===== src/rtl/mcrc_pkg.sv =====
package mcrc_pkg;
  localparam int unsigned LANES_DEF  = 4;
  localparam int unsigned CRC_W_DEF  = 8;
  localparam int unsigned CHAL_W_DEF = 32;
  localparam int unsigned OFF_W_DEF  = 3;
endpackage


===== src/rtl/mcrc_rst_sync.sv =====
module mcrc_rst_sync (
  input  logic clk,
  input  logic rst_n,
  output logic rst_n_s
);
  logic meta_q;

  always_ff @(posedge clk or negedge rst_n) begin
    if (!rst_n) begin
      meta_q  <= 1'b0;
      rst_n_s <= 1'b0;
    end else begin
      meta_q  <= 1'b1;
      rst_n_s <= meta_q;
    end
  end
endmodule


===== src/rtl/mcrc_seq.sv =====
module mcrc_seq #(
  parameter int unsigned CHAL_W = 32,
  parameter int unsigned KEY_W  = 32,
  localparam int unsigned IDX_W = $clog2(CHAL_W)
) (
  input  logic              clk,
  input  logic              rst_n,
  input  logic              start_i,
  input  logic [CHAL_W-1:0] challenge,
  input  logic [KEY_W-1:0]  func_key,
  output logic              busy_o,
  output logic              done_o,
  output logic [IDX_W-1:0]  step_idx,
  output logic [CHAL_W-1:0] chal_q,
  output logic [KEY_W-1:0]  func_q
);
  localparam logic [IDX_W-1:0] LAST = IDX_W'(CHAL_W - 1);

  logic              busy_q, busy_d;
  logic              done_q, done_d;
  logic [IDX_W-1:0]  cnt_q, cnt_d;
  logic [CHAL_W-1:0] chal_d;
  logic [KEY_W-1:0]  func_d;
  logic              take_en;

  assign take_en = start_i && !busy_q;

  always_comb begin
    busy_d = busy_q;
    cnt_d  = cnt_q;
    done_d = 1'b0;
    chal_d = chal_q;
    func_d = func_q;
    if (busy_q) begin
      cnt_d = cnt_q + 1'b1;
      if (cnt_q == LAST) begin
        busy_d = 1'b0;
        done_d = 1'b1;
        cnt_d  = '0;
      end
    end else if (take_en) begin
      busy_d = 1'b1;
      cnt_d  = '0;
      chal_d = challenge;
      func_d = func_key;
    end
  end

  always_ff @(posedge clk or negedge rst_n) begin
    if (!rst_n) begin
      busy_q <= 1'b0;
      done_q <= 1'b0;
      cnt_q  <= '0;
      chal_q <= '0;
      func_q <= '0;
    end else begin
      busy_q <= busy_d;
      done_q <= done_d;
      cnt_q  <= cnt_d;
      if (take_en) begin
        chal_q <= chal_d;
        func_q <= func_d;
      end
    end
  end

  assign busy_o   = busy_q;
  assign done_o   = done_q;
  assign step_idx = cnt_q;


  start_takes_chk: assert property (@(posedge clk) disable iff (!rst_n)
    (start_i && !busy_q) |=> (busy_q && cnt_q == '0));

  run_len_chk: assert property (@(posedge clk) disable iff (!rst_n)
    (busy_q && cnt_q != LAST) |=> busy_q);

  done_pulse_chk: assert property (@(posedge clk) disable iff (!rst_n)
    done_q |=> !done_q);

  done_idle_chk: assert property (@(posedge clk) disable iff (!rst_n)
    done_q |-> !busy_q);

  busy_start_chk: assert property (@(posedge clk) disable iff (!rst_n)
    (busy_q && start_i) |=> ($stable(chal_q) && $stable(func_q)));
endmodule


===== src/rtl/mcrc_lane.sv =====
module mcrc_lane #(
  parameter int unsigned CRC_W  = 8,
  parameter int unsigned CHAL_W = 32,
  parameter int unsigned OFF_W  = 3,
  localparam int unsigned IDX_W = $clog2(CHAL_W),
  localparam int unsigned TAP_W = CRC_W - OFF_W
) (
  input  logic              clk,
  input  logic              rst_n,
  input  logic              load_en,
  input  logic              step_en,
  input  logic [CRC_W-1:0]  seed_byte,
  input  logic [CRC_W-1:0]  func_byte,
  input  logic [CHAL_W-1:0] chal_q,
  input  logic [IDX_W-1:0]  step_idx,
  output logic [CRC_W-1:0]  crc_o
);
  localparam logic [IDX_W-1:0] TOP_IDX = IDX_W'(CHAL_W - 1);

  logic [CRC_W-1:0] crc_q, crc_d, mask;
  logic [OFF_W-1:0] off;
  logic [IDX_W-1:0] sel;
  logic             din, fb;

  assign off  = func_byte[CRC_W-1 -: OFF_W];
  assign mask = {1'b1, 1'b0, func_byte[TAP_W-1:0], 1'b1};
  assign sel  = TOP_IDX - step_idx - IDX_W'(off);
  assign din  = chal_q[sel];
  assign fb   = crc_q[CRC_W-1] ^ din;

  always_comb begin
    crc_d = crc_q;
    if (load_en) begin
      crc_d = seed_byte;
    end else if (step_en) begin
      crc_d = {crc_q[CRC_W-2:0], 1'b0} ^ (fb ? mask : '0);
    end
  end

  always_ff @(posedge clk or negedge rst_n) begin
    if (!rst_n) begin
      crc_q <= '0;
    end else if (load_en || step_en) begin
      crc_q <= crc_d;
    end
  end

  assign crc_o = crc_q;


  seed_load_chk: assert property (@(posedge clk) disable iff (!rst_n)
    load_en |=> (crc_q == $past(seed_byte)));

  lane_hold_chk: assert property (@(posedge clk) disable iff (!rst_n)
    (!load_en && !step_en) |=> $stable(crc_q));

  excl_chk: assert property (@(posedge clk) disable iff (!rst_n)
    !(load_en && step_en));
endmodule


===== src/rtl/mcrc_hash_engine.sv =====
module mcrc_hash_engine
  import mcrc_pkg::*;
#(
  parameter int unsigned LANES  = LANES_DEF,
  parameter int unsigned CRC_W  = CRC_W_DEF,
  parameter int unsigned CHAL_W = CHAL_W_DEF,
  parameter int unsigned OFF_W  = OFF_W_DEF,
  localparam int unsigned KEY_W = LANES * CRC_W,
  localparam int unsigned IDX_W = $clog2(CHAL_W)
) (
  input  logic              clk,
  input  logic              rst_n,
  input  logic [KEY_W-1:0]  func_key,
  input  logic [KEY_W-1:0]  seed_key,
  input  logic [CHAL_W-1:0] challenge,
  input  logic              load_i,
  input  logic              start_i,
  output logic              busy_o,
  output logic              done_o,
  output logic [CRC_W-1:0]  code_o
);
  logic              rst_n_s;
  logic              busy_w, load_en;
  logic [IDX_W-1:0]  step_idx;
  logic [CHAL_W-1:0] chal_q;
  logic [KEY_W-1:0]  func_q;
  logic [CRC_W-1:0]  crc_w [LANES];
  logic [CRC_W-1:0]  code_d;

  mcrc_rst_sync u_rst (
    .clk     (clk),
    .rst_n   (rst_n),
    .rst_n_s (rst_n_s)
  );

  mcrc_seq #(.CHAL_W(CHAL_W), .KEY_W(KEY_W)) u_seq (
    .clk       (clk),
    .rst_n     (rst_n_s),
    .start_i   (start_i),
    .challenge (challenge),
    .func_key  (func_key),
    .busy_o    (busy_w),
    .done_o    (done_o),
    .step_idx  (step_idx),
    .chal_q    (chal_q),
    .func_q    (func_q)
  );

  assign load_en = load_i && !busy_w;

  for (genvar n = 0; n < LANES; n++) begin : g_lane
    mcrc_lane #(.CRC_W(CRC_W), .CHAL_W(CHAL_W), .OFF_W(OFF_W)) u_lane (
      .clk       (clk),
      .rst_n     (rst_n_s),
      .load_en   (load_en),
      .step_en   (busy_w),
      .seed_byte (seed_key[n*CRC_W +: CRC_W]),
      .func_byte (func_q[n*CRC_W +: CRC_W]),
      .chal_q    (chal_q),
      .step_idx  (step_idx),
      .crc_o     (crc_w[n])
    );
  end

  always_comb begin
    code_d = '0;
    for (int i = 0; i < LANES; i++) begin
      code_d = code_d ^ crc_w[i];
    end
  end

  assign code_o = code_d;
  assign busy_o = busy_w;


  code_hold_chk: assert property (@(posedge clk) disable iff (!rst_n_s)
    (!busy_o && !load_i && !start_i) |=> $stable(code_o));

  reset_state_chk: assert property (@(posedge clk)
    !rst_n_s |-> (!busy_o && !done_o && code_o == '0));
endmodule


===== config.mk =====
export PLATFORM = sky130hd
export DESIGN_NAME = mcrc_hash_engine
export DESIGN_NICKNAME = d
export VERILOG_FILES = /design/src/rtl/mcrc_pkg.sv /design/src/rtl/mcrc_rst_sync.sv /design/src/rtl/mcrc_seq.sv /design/src/rtl/mcrc_lane.sv /design/src/rtl/mcrc_hash_engine.sv
export SDC_FILE = /design/constraint.sdc
export NUM_CORES = 1
export LEC_CHECK = 0
export BUFFER_PORTS_ARGS = -buffer_cell sky130_fd_sc_hd__buf_2
export CAP_MARGIN = 20
export CORE_ASPECT_RATIO = 1.25
export CORE_MARGIN = 4
export CORE_UTILIZATION = 45
export DETAILED_ROUTE_END_ITERATION = 7
export GPL_TIMING_DRIVEN = 1
export PLACE_DENSITY_LB_ADDON = 0.08
export SLEW_MARGIN = 25
export SYNTH_ARGS = -nofsm -noshare
export SYNTH_HDL_FRONTEND = slang
export SYNTH_SLANG_ARGS = --single-unit

===== constraint.sdc =====
create_clock -name clk -period 4.2 [get_ports clk]
set_clock_uncertainty 0.05 [all_clocks]
set_input_delay 1.05 -clock clk [delete_from_list [all_inputs] [get_ports clk]]
set_output_delay 1.05 -clock clk [all_outputs]
set_load 0.05 [all_outputs]

==> results of run 1 <==
## area by class of cell
type,instances,area share [%]
multi-input cells,614,54.3
flip-flops and latches,105,30.6
repair buffers,122,7.85
well taps,216,3.14
clock buffers,12,2.75
inverters,16,0.698
clock inverters,4,0.625
## registers in the layout (all words and copies together), names as in the netlist
| name | cells |
|---|---|
| u_rst.meta_q | 1 |
| u_rst.rst_n_s | 1 |
| u_seq.busy_o | 1 |
| g_lane.u_lane.crc_o | 32 |
| u_seq.done_o | 1 |
| u_seq.func_q | 32 |
| u_seq.step_idx | 5 |
| u_seq.chal_q | 32 |
## per-layer routing
layer / up-vias / share of wire [%]
li1: 3065 / -
met5: - / 0
met4: 0 / 2.6
met1: 3117 / 42
met2: 138 / 52
met3: 30 / 3.5
## stage by stage
stage	util [%]	worst slack, ps	std cells	hold WS (ps)	cell area (µm²)
2_1_floorplan	-	1010	787	281	7610
3_3_place_gp	50.6	716	1072	286	8290
3_5_place_dp	50.6	632	1072	291	8290
4_1_cts	52.3	636	1088	307	8580
5_1_grt	52.5	391	1089	179	8610
6_report	52.5	632	1089	156	8610
## Yosys cell counts (15+ instances only)
cell type,count
dfrtp_1,105
mux2_2,76
nand2_1,72
nor2_1,52
o21ai_0,46
a21oi_1,39
clkbuf_1,36
mux2i_1,36
nand3b_1,30
xnor2_1,25
a22oi_1,22
nand4_1,22
nand3_1,21
nand4b_1,20
nor3_1,20
inv_1,16
and3_1,15
xor2_1,15
## logic make-up (layout without fill, tap and decap cells)
logic type,after synthesis,count (layout),synth area share (%)
AOI/OAI and AO/OA,138,138,11.9
adders and majority gates,18,18,3.35
buffers and inverters,68,154,4.16
muxes,127,127,20.5
other,1,1,0.0493
and+or+nand+nor,289,289,20.8
DFF,105,105,34.5
xor gates and xnor gates,41,41,4.82
## worst min-delay path by stage
stage,end,cells after the start
2_1_floorplan,u_rst.rst_n_s,0
3_3_place_gp,u_rst.rst_n_s,0
3_5_place_dp,u_rst.rst_n_s,0
4_1_cts,u_rst.rst_n_s,0
5_1_grt,u_seq.func_q[30],0
6_report,u_seq.func_q[30],0
==> results.md, run 1 <==
- Outcome: complete, no violations
- Final min period: 3570 ps
- Grt met3 use: 3.32%
- CP Buf/Inv Count: 1
- CP startpoint: u_seq.step_idx[0]
- Synth top area share: 34.5%
- I/O Buffers: 109
- Syn Std Cell Area: 7610 µm²
- Worst r2r path cells: 9
- Hold WC Path Type: reg -> async
- Die Area: 19100 µm²
- Final period utilization: roughly 85%
- Vias in the first global route: 6360
- Initial antenna violation count: 0
- Sequential share of the synthesized area: 34.5%
- Worst R2R End: g_lane[3].u_lane.crc_o[0]
- Synth Flop Type: dfrtp_1
- Syn_nets: 905
- Antenna cells: 0
- 1st-pass router iterations: 4
- Vias per cell: 5.83
- Worst R2R Start: u_seq.step_idx[0]
- P&R area growth vs syn: 13.1%
- Commonest cells after routing, fill and taps aside: buf_2, dfrtp_1, mux2_2, nand2_1, nor2_1
- Max Fclk: between 200 and 300 MHz
- Worst-Margin Slew: 806 ps
- Clock Latency Late Sink: 360 ps
- EDFF count, synth: 0
- Chip height: 153 µm
- Longest Clk Path Bufs: 2
- Register area: 2640 µm²
- Relative slew slack: 46.3%
- Avg Cell Area, Syn: about 9.7 µm²
- Commonest non-fill, non-tap cell in the layout: buf_2
- Met1 global-route usage: 24.7%
- DRC: 0
- Die outline width: 124 µm
- CTS root buf: clkbuf_16
- Nets: 986
- Post-CTS resize count: 0
- Crit path to: g_lane[3].u_lane.crc_o[0]
- Max cap viols: 0
- Setup-failing EPs final: 0
- Critical path, cell by cell: ha_1 -> inv_1 -> fa_1 -> mux4_2 -> or2_2 -> a221o_1 -> nand2_1 -> xor2_1 -> a21oi_1
- Setup_tns: 0 ps
- Synth async-reset ratio: 100%
- CTS hold repair buffers: 0
- Startpoint types: flop
- DRT iter0 DRCs: 403
- Final slew viol count: 0
- Top Ports: 110
- Filler cells: ~1.6k
- Crit path depth: 9
- Met2 usage: 36.8%
- CTS clk-pin slew, worst paths: ~70 ps
- Crit path DAT: 3730 ps
- Gr busiest metal: met2
- Layout cells sized above 1: 28.5%
- Final Hold Vio Count: 0
- Area of the multi-input gates: around 4700 µm²
- Total CTS buffers: 9
- Vias post-DR: 6350
- Max stage delay on crit path: 790 ps
- Delay-heaviest family, CP: adder cells
- Synth warn: 0
- R2R setup slack: 630 ps
- HPWL after DPL: 14.7 mm
- Final WL: slightly below 20 mm
- Unrepaired setup endpoints after global routing: false
- Core box area: 16400 µm²
- Crit-path slowest cell: fa_1
- Routability Congestion: between 0.8 and 0.9
- CP Capture Type: flop
- Crit Path Max Fanout: 8
- Critical Path RT: 4360 ps
- CTS tree: done
- Clock sinks: 105
- Post-synth top area cell: dfrtp_1
- Global-route wire length before repair: approximately 32 mm
- Setup CP Type: reg -> reg
- Post-Synthesis Cells: 787
- Antenna viol nets, final: 0
- DR WL/cell: 18.1 µm
- Largest net degree at the start of global routing: 75
- #FFs+latches synth: 105
- H-tree depth: 3
- GRT Resource Usage Total: about a fifth
- Total gr overflow: 0
- Synth unique cells: 54
- Rows: 52
- Synth top area cells: dfrtp_1, mux2_2, mux2i_1, mux4_2, nand2_1
- Post-CTS Setup Bufs: 0
- Initial Util: 46.4%
Power of run 1 is not shown: default switching activity piles up to over one toggle a cycle in this logic, so the estimate is an artifact.
==> run 2, diff against run 1 <==
--- a/config.mk
+++ b/config.mk
@@ -5,6 +5,7 @@
 export SDC_FILE = /design/constraint.sdc
 export NUM_CORES = 1
 export LEC_CHECK = 0
+export ABC_AREA = 1
 export BUFFER_PORTS_ARGS = -buffer_cell sky130_fd_sc_hd__buf_2
 export CAP_MARGIN = 20
 export CORE_ASPECT_RATIO = 1.25
==> constraint.sdc (replaced) <==
create_clock -name clk -period 3.3 [get_ports clk]
set_clock_uncertainty 0.05 [all_clocks]
set_input_delay 0.825 -clock clk [delete_from_list [all_inputs] [get_ports clk]]
set_output_delay 0.825 -clock clk [all_outputs]
set_load 0.05 [all_outputs]
==> run 2 against run 1 <==
Effect of this change: cell count is 7.0% higher; critical path depth grew 7; hold slack improved by 23 ps; non-clock buffer count decreased by 1; synthesized area fell by 11%.
==> results.md, run 2 <==
- Synth top area share: between 30% and 40%
- Nets: 1096
- Antenna cells: 0
- Post-CTS resize count: 0
- H-tree depth: 3
- Vias per cell: just over 5
- Synth warn: 0
- Final min period: ~2800 ps
- Critical Path RT: 3500 ps
- Post-CTS Setup Bufs: 0
- Max Fclk: 360 MHz
- DRC: 0
- Die outline width: 118 µm
- Total gr overflow: 0
- Clock Latency Late Sink: between 300 and 400 ps
- CP dominant cell by count: nand2_1
- Commonest cells after routing, fill and taps aside: nand2_1, nand3_1, buf_2, dfrtp_1, inv_1
- Setup CP Type: reg -> reg
- DR WL/cell: 15.5 µm
- HPWL after DPL: 13.8 mm
- I/O Buffers: between 100 and 150
- Setup_tns: 0 ps
- DRT iter0 DRCs: 343
- Delay-heaviest family, CP: simple AND/OR/NAND/NOR gates
- 1st-pass router iterations: 5
- #FFs+latches synth: 105
- Final slew viol count: 0
- Crit Path Max Fanout: 10
- CP Buf/Inv Count: 2
- CTS hold repair buffers: 0
- Vias in the first global route: just under 6k
- GRT Resource Usage Total: 21.4%
- Initial Util: 45.7%
- Routability Congestion: about 0.84
- Sequential share of the synthesized area: 38.6%
- Post-synth top area cell: dfrtp_1
- Synth unique cells: 32
- Vias post-DR: 5954
- Crit path DAT: 2980 ps
- Max cap viols: 0
- Die Area: 17200 µm²
- Most common cell in the netlist: nand2_1
- CTS root buf: clkbuf_16
- Final Hold Vio Count: 0
- Post-Synthesis Cells: a little under 900
- Clock sinks: between 100 and 150
- Global-route wire length before repair: 29.4 mm
- Max stage delay on crit path: 670 ps
- Startpoint types: flop
- Setup-failing EPs final: 0
- Final period utilization: 84.3%
- Rows: 50
- Synth async-reset ratio: 100%
- CTS clk-pin slew, worst paths: about 80 ps
- Hold WC Path Type: in -> async
- Avg Cell Area, Syn: 7.69 µm²
- Register area: 2630 µm²
- Relative slew slack: between 60% and 70%
- Filler cells: 1531
- Synth top area cells: dfrtp_1, nand2_1, nand3_1, mux2_2, inv_1
- EDFF count, synth: 0
- Chip height: 145 µm
- Worst-Margin Slew: 571 ps
- Initial antenna violation count: 1
- Top cells by count, synth: nand2_1, nand3_1, dfrtp_1
- Largest net degree at the start of global routing: 104
- Commonest non-fill, non-tap cell in the layout: nand2_1
- CP Capture Type: flop
- Longest Clk Path Bufs: 2
- Syn Std Cell Area: 6800 µm²
- Critical path, cell by cell: ha_1 -> inv_1 -> fa_1 -> inv_1 -> nand3_1 -> nand3_1 -> nand2_1 -> nand2_1 -> nand3b_4 -> nand2_1 -> nand2_1 -> nand2_4 -> nand2_1 -> nand2_1 -> nand3_1 -> nand3_1
- Outcome: complete, no violations
- Core box area: 14900 µm²
- Crit-path slowest cell: fa_1
- CTS tree: done
- Final WL: between 15 and 20 mm
- Antenna viol nets, final: 0
- Unrepaired setup endpoints after global routing: false
- P&R area growth vs syn: 14.4%
- Total CTS buffers: 9
- Area of the multi-input gates: 3590 µm²
- Syn_nets: 1003
- Layout cells sized above 1: between 20% and 30%
- Synth Flop Type: dfrtp_1
- Top Ports: 110
## run 2: cell count changes in the layout (fill, tap and decap cells not counted), moves of 22 or more
cell / change
mux2i_1: -36
nand4_1: -22
nand2_1: +213
nor2_1: -26
nand3b_1: -27
mux2_2: -28
inv_1: +65
a22oi_1: -22
nand3_1: +104
## run 2: worst paths after layout
path | startpoint | endpoint | slack [ps] | cells past startpoint
worst min-delay path | rst_n | u_rst.rst_n_s | 180 | 1
worst min register to register | u_rst.meta_q | u_rst.rst_n_s | 300 | 0
worst max-delay path | u_seq.step_idx[0] | g_lane[3].u_lane.crc_o[4] | 520 | 16
max in group asynchronous | u_rst.rst_n_s | u_seq.chal_q[5] | 2410 | 1
worst max register to register | u_seq.step_idx[0] | g_lane[3].u_lane.crc_o[4] | 520 | 16
min in group clk | u_rst.meta_q | u_rst.rst_n_s | 300 | 0
## run 2: layer usage
metal  global-route usage [%]  vias up  part of all wire, %
met5                        0        -                0.083
met4                     6.86        2                  2.3
met3                     4.47       31                  3.8
met2                     38.7      140                   53
met1                     25.2     2742                   41
li1                         -     3039                    -
## run 2: kinds of logic after synthesis
group	count (synthesis)	synth area share, %
xor gates and xnor gates	33	4.58
and+or+nand+nor	451	28.2
DFF	105	38.6
muxes	48	7.95
buffers and inverters	128	8.77
AOI/OAI and AO/OA	101	8.06
adders and majority gates	18	3.75
other	1	0.0551
## run 2: cell type report
cell class	count	share of cell area [%]
Sequential cell	105	33.8
Multi-Input combinational cell	652	46.1
Inverter	89	4.32
Clock inverter	5	1.11
Tap cell	182	2.93
Timing Repair Buffer	121	8.49
Clock buffer	11	3.25
## run 2: per-stage QoR
step | instance area (µm²) | std cells | hold WS, ps | util [%] | setup WS [ps]
after floorplan | 6800 | 885 | 281 | - | 108
after global placement | 7440 | 1149 | 284 | 50.0 | 629
after detailed placement | 7440 | 1149 | 287 | 50.0 | 536
after CTS | 7780 | 1165 | 169 | 52.3 | 527
after global routing | 7780 | 1165 | 170 | 52.3 | 241
final | 7780 | 1165 | 180 | 52.3 | 519
## run 2: worst reg2reg max path, cell delays in order (launching register included)
cell and delay, ps:
dfrtp_1 480, ha_1 190, inv_1 50, fa_1 670, inv_1 220, nand3_1 130
nand3_1 70, nand2_1 90, nand2_1 90, nand3b_4 100, nand2_1 70, nand2_1 100
nand2_4 100, nand2_1 80, nand2_1 50, nand3_1 60, nand3_1 70
Power of run 2 is left out for the same reason.
==> run 3, diff against run 2 <==
==> constraint.sdc (replaced) <==
create_clock -name clk -period 2.4 [get_ports clk]
set_clock_uncertainty 0.05 [all_clocks]
set_input_delay 0.6 -clock clk [delete_from_list [all_inputs] [get_ports clk]]
set_output_delay 0.6 -clock clk [all_outputs]
set_load 0.05 [all_outputs]
==> run 3 against run 2 <==
Effect of this change: the flow now finishes with violations (negative setup slack); die area stayed put; non-clock buffer count rose by 26; routed wire length grew 3.6%; sequential share of layout area shrank 1.6 points; register-to-register slack lost 750 ps; cell count rose by 2.4%; critical path depth up 1; worst setup slack worse by 750 ps; count of clock-buffer cells in the layout down 1.
==> results.md, run 3 (synthesis gave the netlist of run 2 again) <==
- Hold slack final: approximately 300 ps
- Hold WC Path Type: reg -> async
- Max stage delay on crit path: 580 ps
- Clock sinks: 105
- P&R area growth vs syn: 20.3%
- 1st-pass router iterations: 4
- Commonest non-fill, non-tap cell in the layout: nand2_1
- Largest net degree at the start of global routing: 47
- CTS clk-pin slew, worst paths: 70 ps
- DRT iter0 DRCs: 293
- DRC: 0
- CP Capture Type: flop
- Total gr overflow: 0
- R2R setup slack: -230 ps
- Dpl ws: -221 ps
- Outcome: finished with violations
- Setup CP Type: reg -> reg
- Final WL: 18.7 mm
- Final slew viol count: 0
- Die outline width: 118 µm
- Core box area: around 15000 µm²
- Final Hold Vio Count: 0
- Top Ports: 110
- Failing checks: negative setup slack
- Final min period: roughly 2600 ps
- Commonest cells after routing, fill and taps aside: nand2_1, buf_2, nand3_1, dfrtp_1, inv_1
- Critical Path RT: 2590 ps
- Worst-Margin Slew: 610 ps
- Routability Congestion: 0.882
- Die Area: 17200 µm²
- Filler cells: 1477
- Startpoint types: flop
- Crit-path slowest cell: fa_2
- Layout cells sized above 1: between 20% and 30%
- Crit path DAT: roughly 2800 ps
- GRT Resource Usage Total: 22.3%
- Global-route wire length before repair: 30.6 mm
- Max cap viols: 0
- Area post-placement: between 7000 and 8000 µm²
- Antenna viol nets, final: 0
- Setup-failing EPs final: 28
- Critical path, cell by cell: buf_4 -> buf_6 -> ha_4 -> inv_4 -> fa_2 -> buf_6 -> nand3_1 -> nand3_1 -> nand2_1 -> nand2_2 -> nand3b_4 -> nand2_4 -> nand2_4 -> nand2_4 -> nand3_1 -> nand3_1 -> nand3_1
- Layout Utilization: 54.9%
- Vias in the first global route: 6012
- Clock Latency Late Sink: 360 ps
- DR WL/cell: between 15 and 20 µm
- Unrepaired setup endpoints after global routing: true
- Rows: 50
- Crit Path Max Fanout: 8
- Nets: 1123
- CP dominant cell by count: nand3_1
- Relative slew slack: 59.3%
- Initial antenna violation count: 0
- CTS root buf: clkbuf_16
- Vias per cell: 5.10
- HPWL after DPL: around 14 mm
- CTS tree: done
- H-tree depth: 3
- Final WS setup: -233 ps
- Max Fclk: 380 MHz
- Longest Clk Path Bufs: 2
- I/O Buffers: about 110
- Chip height: 145 µm
- Vias post-DR: around 6.1k
- Total CTS buffers: 9
- Final period utilization: 110%
- Post-route cell area: 8180 µm²
- Initial Util: between 40% and 50%
[run 3: cell count changes in the layout (fill, tap and decap cells not counted), moves of 4 or more]
cell	before	now
buf_4	10	31
inv_1	81	77
inv_4	1	5
nand2_1	285	279
nand2_4	2	8
nand3_1	125	106
nand3_2	0	17
[run 3: worst max-delay path, delay by kind of cell, from the launching register on]
family / cells / cell delay, ps
AND/OR/NAND/NOR: 11 / 950
buffers and inverters: 4 / 400
flip-flops: 1 / 420
adder cells (fa/ha/maj): 2 / 700
[run 3: layout make-up]
class                   instances  area, µm²  area share, %
diodes                          1       2.50         0.0306
clock buffers                  10        229           2.80
clock inverters                 6       65.1          0.795
inverters                      89        352           4.30
multi-input cells             653       3780           46.2
flip-flops and latches        105       2630           32.2
well taps                     182        228           2.78
repair buffers                147        891           10.9
[run 3: path summary, 6_finish.rpt]
check                             startpoint                   endpoint  cells past startpoint
min reg2reg                    u_rst.rst_n_s          u_seq.step_idx[1]                      0
min                            u_rst.rst_n_s          u_seq.step_idx[1]                      0
min in group clk                u_rst.meta_q              u_rst.rst_n_s                      0
max reg2reg                u_seq.step_idx[0]  g_lane[3].u_lane.crc_o[4]                     17
max in group asynchronous      u_rst.rst_n_s  g_lane[3].u_lane.crc_o[5]                      1
max                        u_seq.step_idx[0]  g_lane[3].u_lane.crc_o[4]                     17
[run 3: per-stage QoR]
stage,instances,TNS (ps)
6_report,1193,-3430
5_1_grt,1192,-9260
4_1_cts,1191,-2480
3_5_place_dp,1172,-4500
3_3_place_gp,1172,-3910
2_1_floorplan,885,-14.6
[run 3: layer usage]
metal	part of all wire, %	vias up	GRT usage, %	wire length [µm]
li1	-	3100	-	-
met2	54	130	40.9	10000
met4	3.3	0	9.21	626
met5	0	-	0	0
met3	2.9	45	3.42	550
met1	40	2805	25.9	7530
[run 3: repair_timing]
action / in CTS / in global routing
gates cloned: 1 / 0
hold buffers: 1 / 0
pin swaps: 5 / 2
setup endpoints to repair: 27 / 28
resized for setup: 35 / 14
endpoints found under the hold margin: 2 / 0
setup buffers: 1 / 1
Power of run 3 is left out for the same reason.
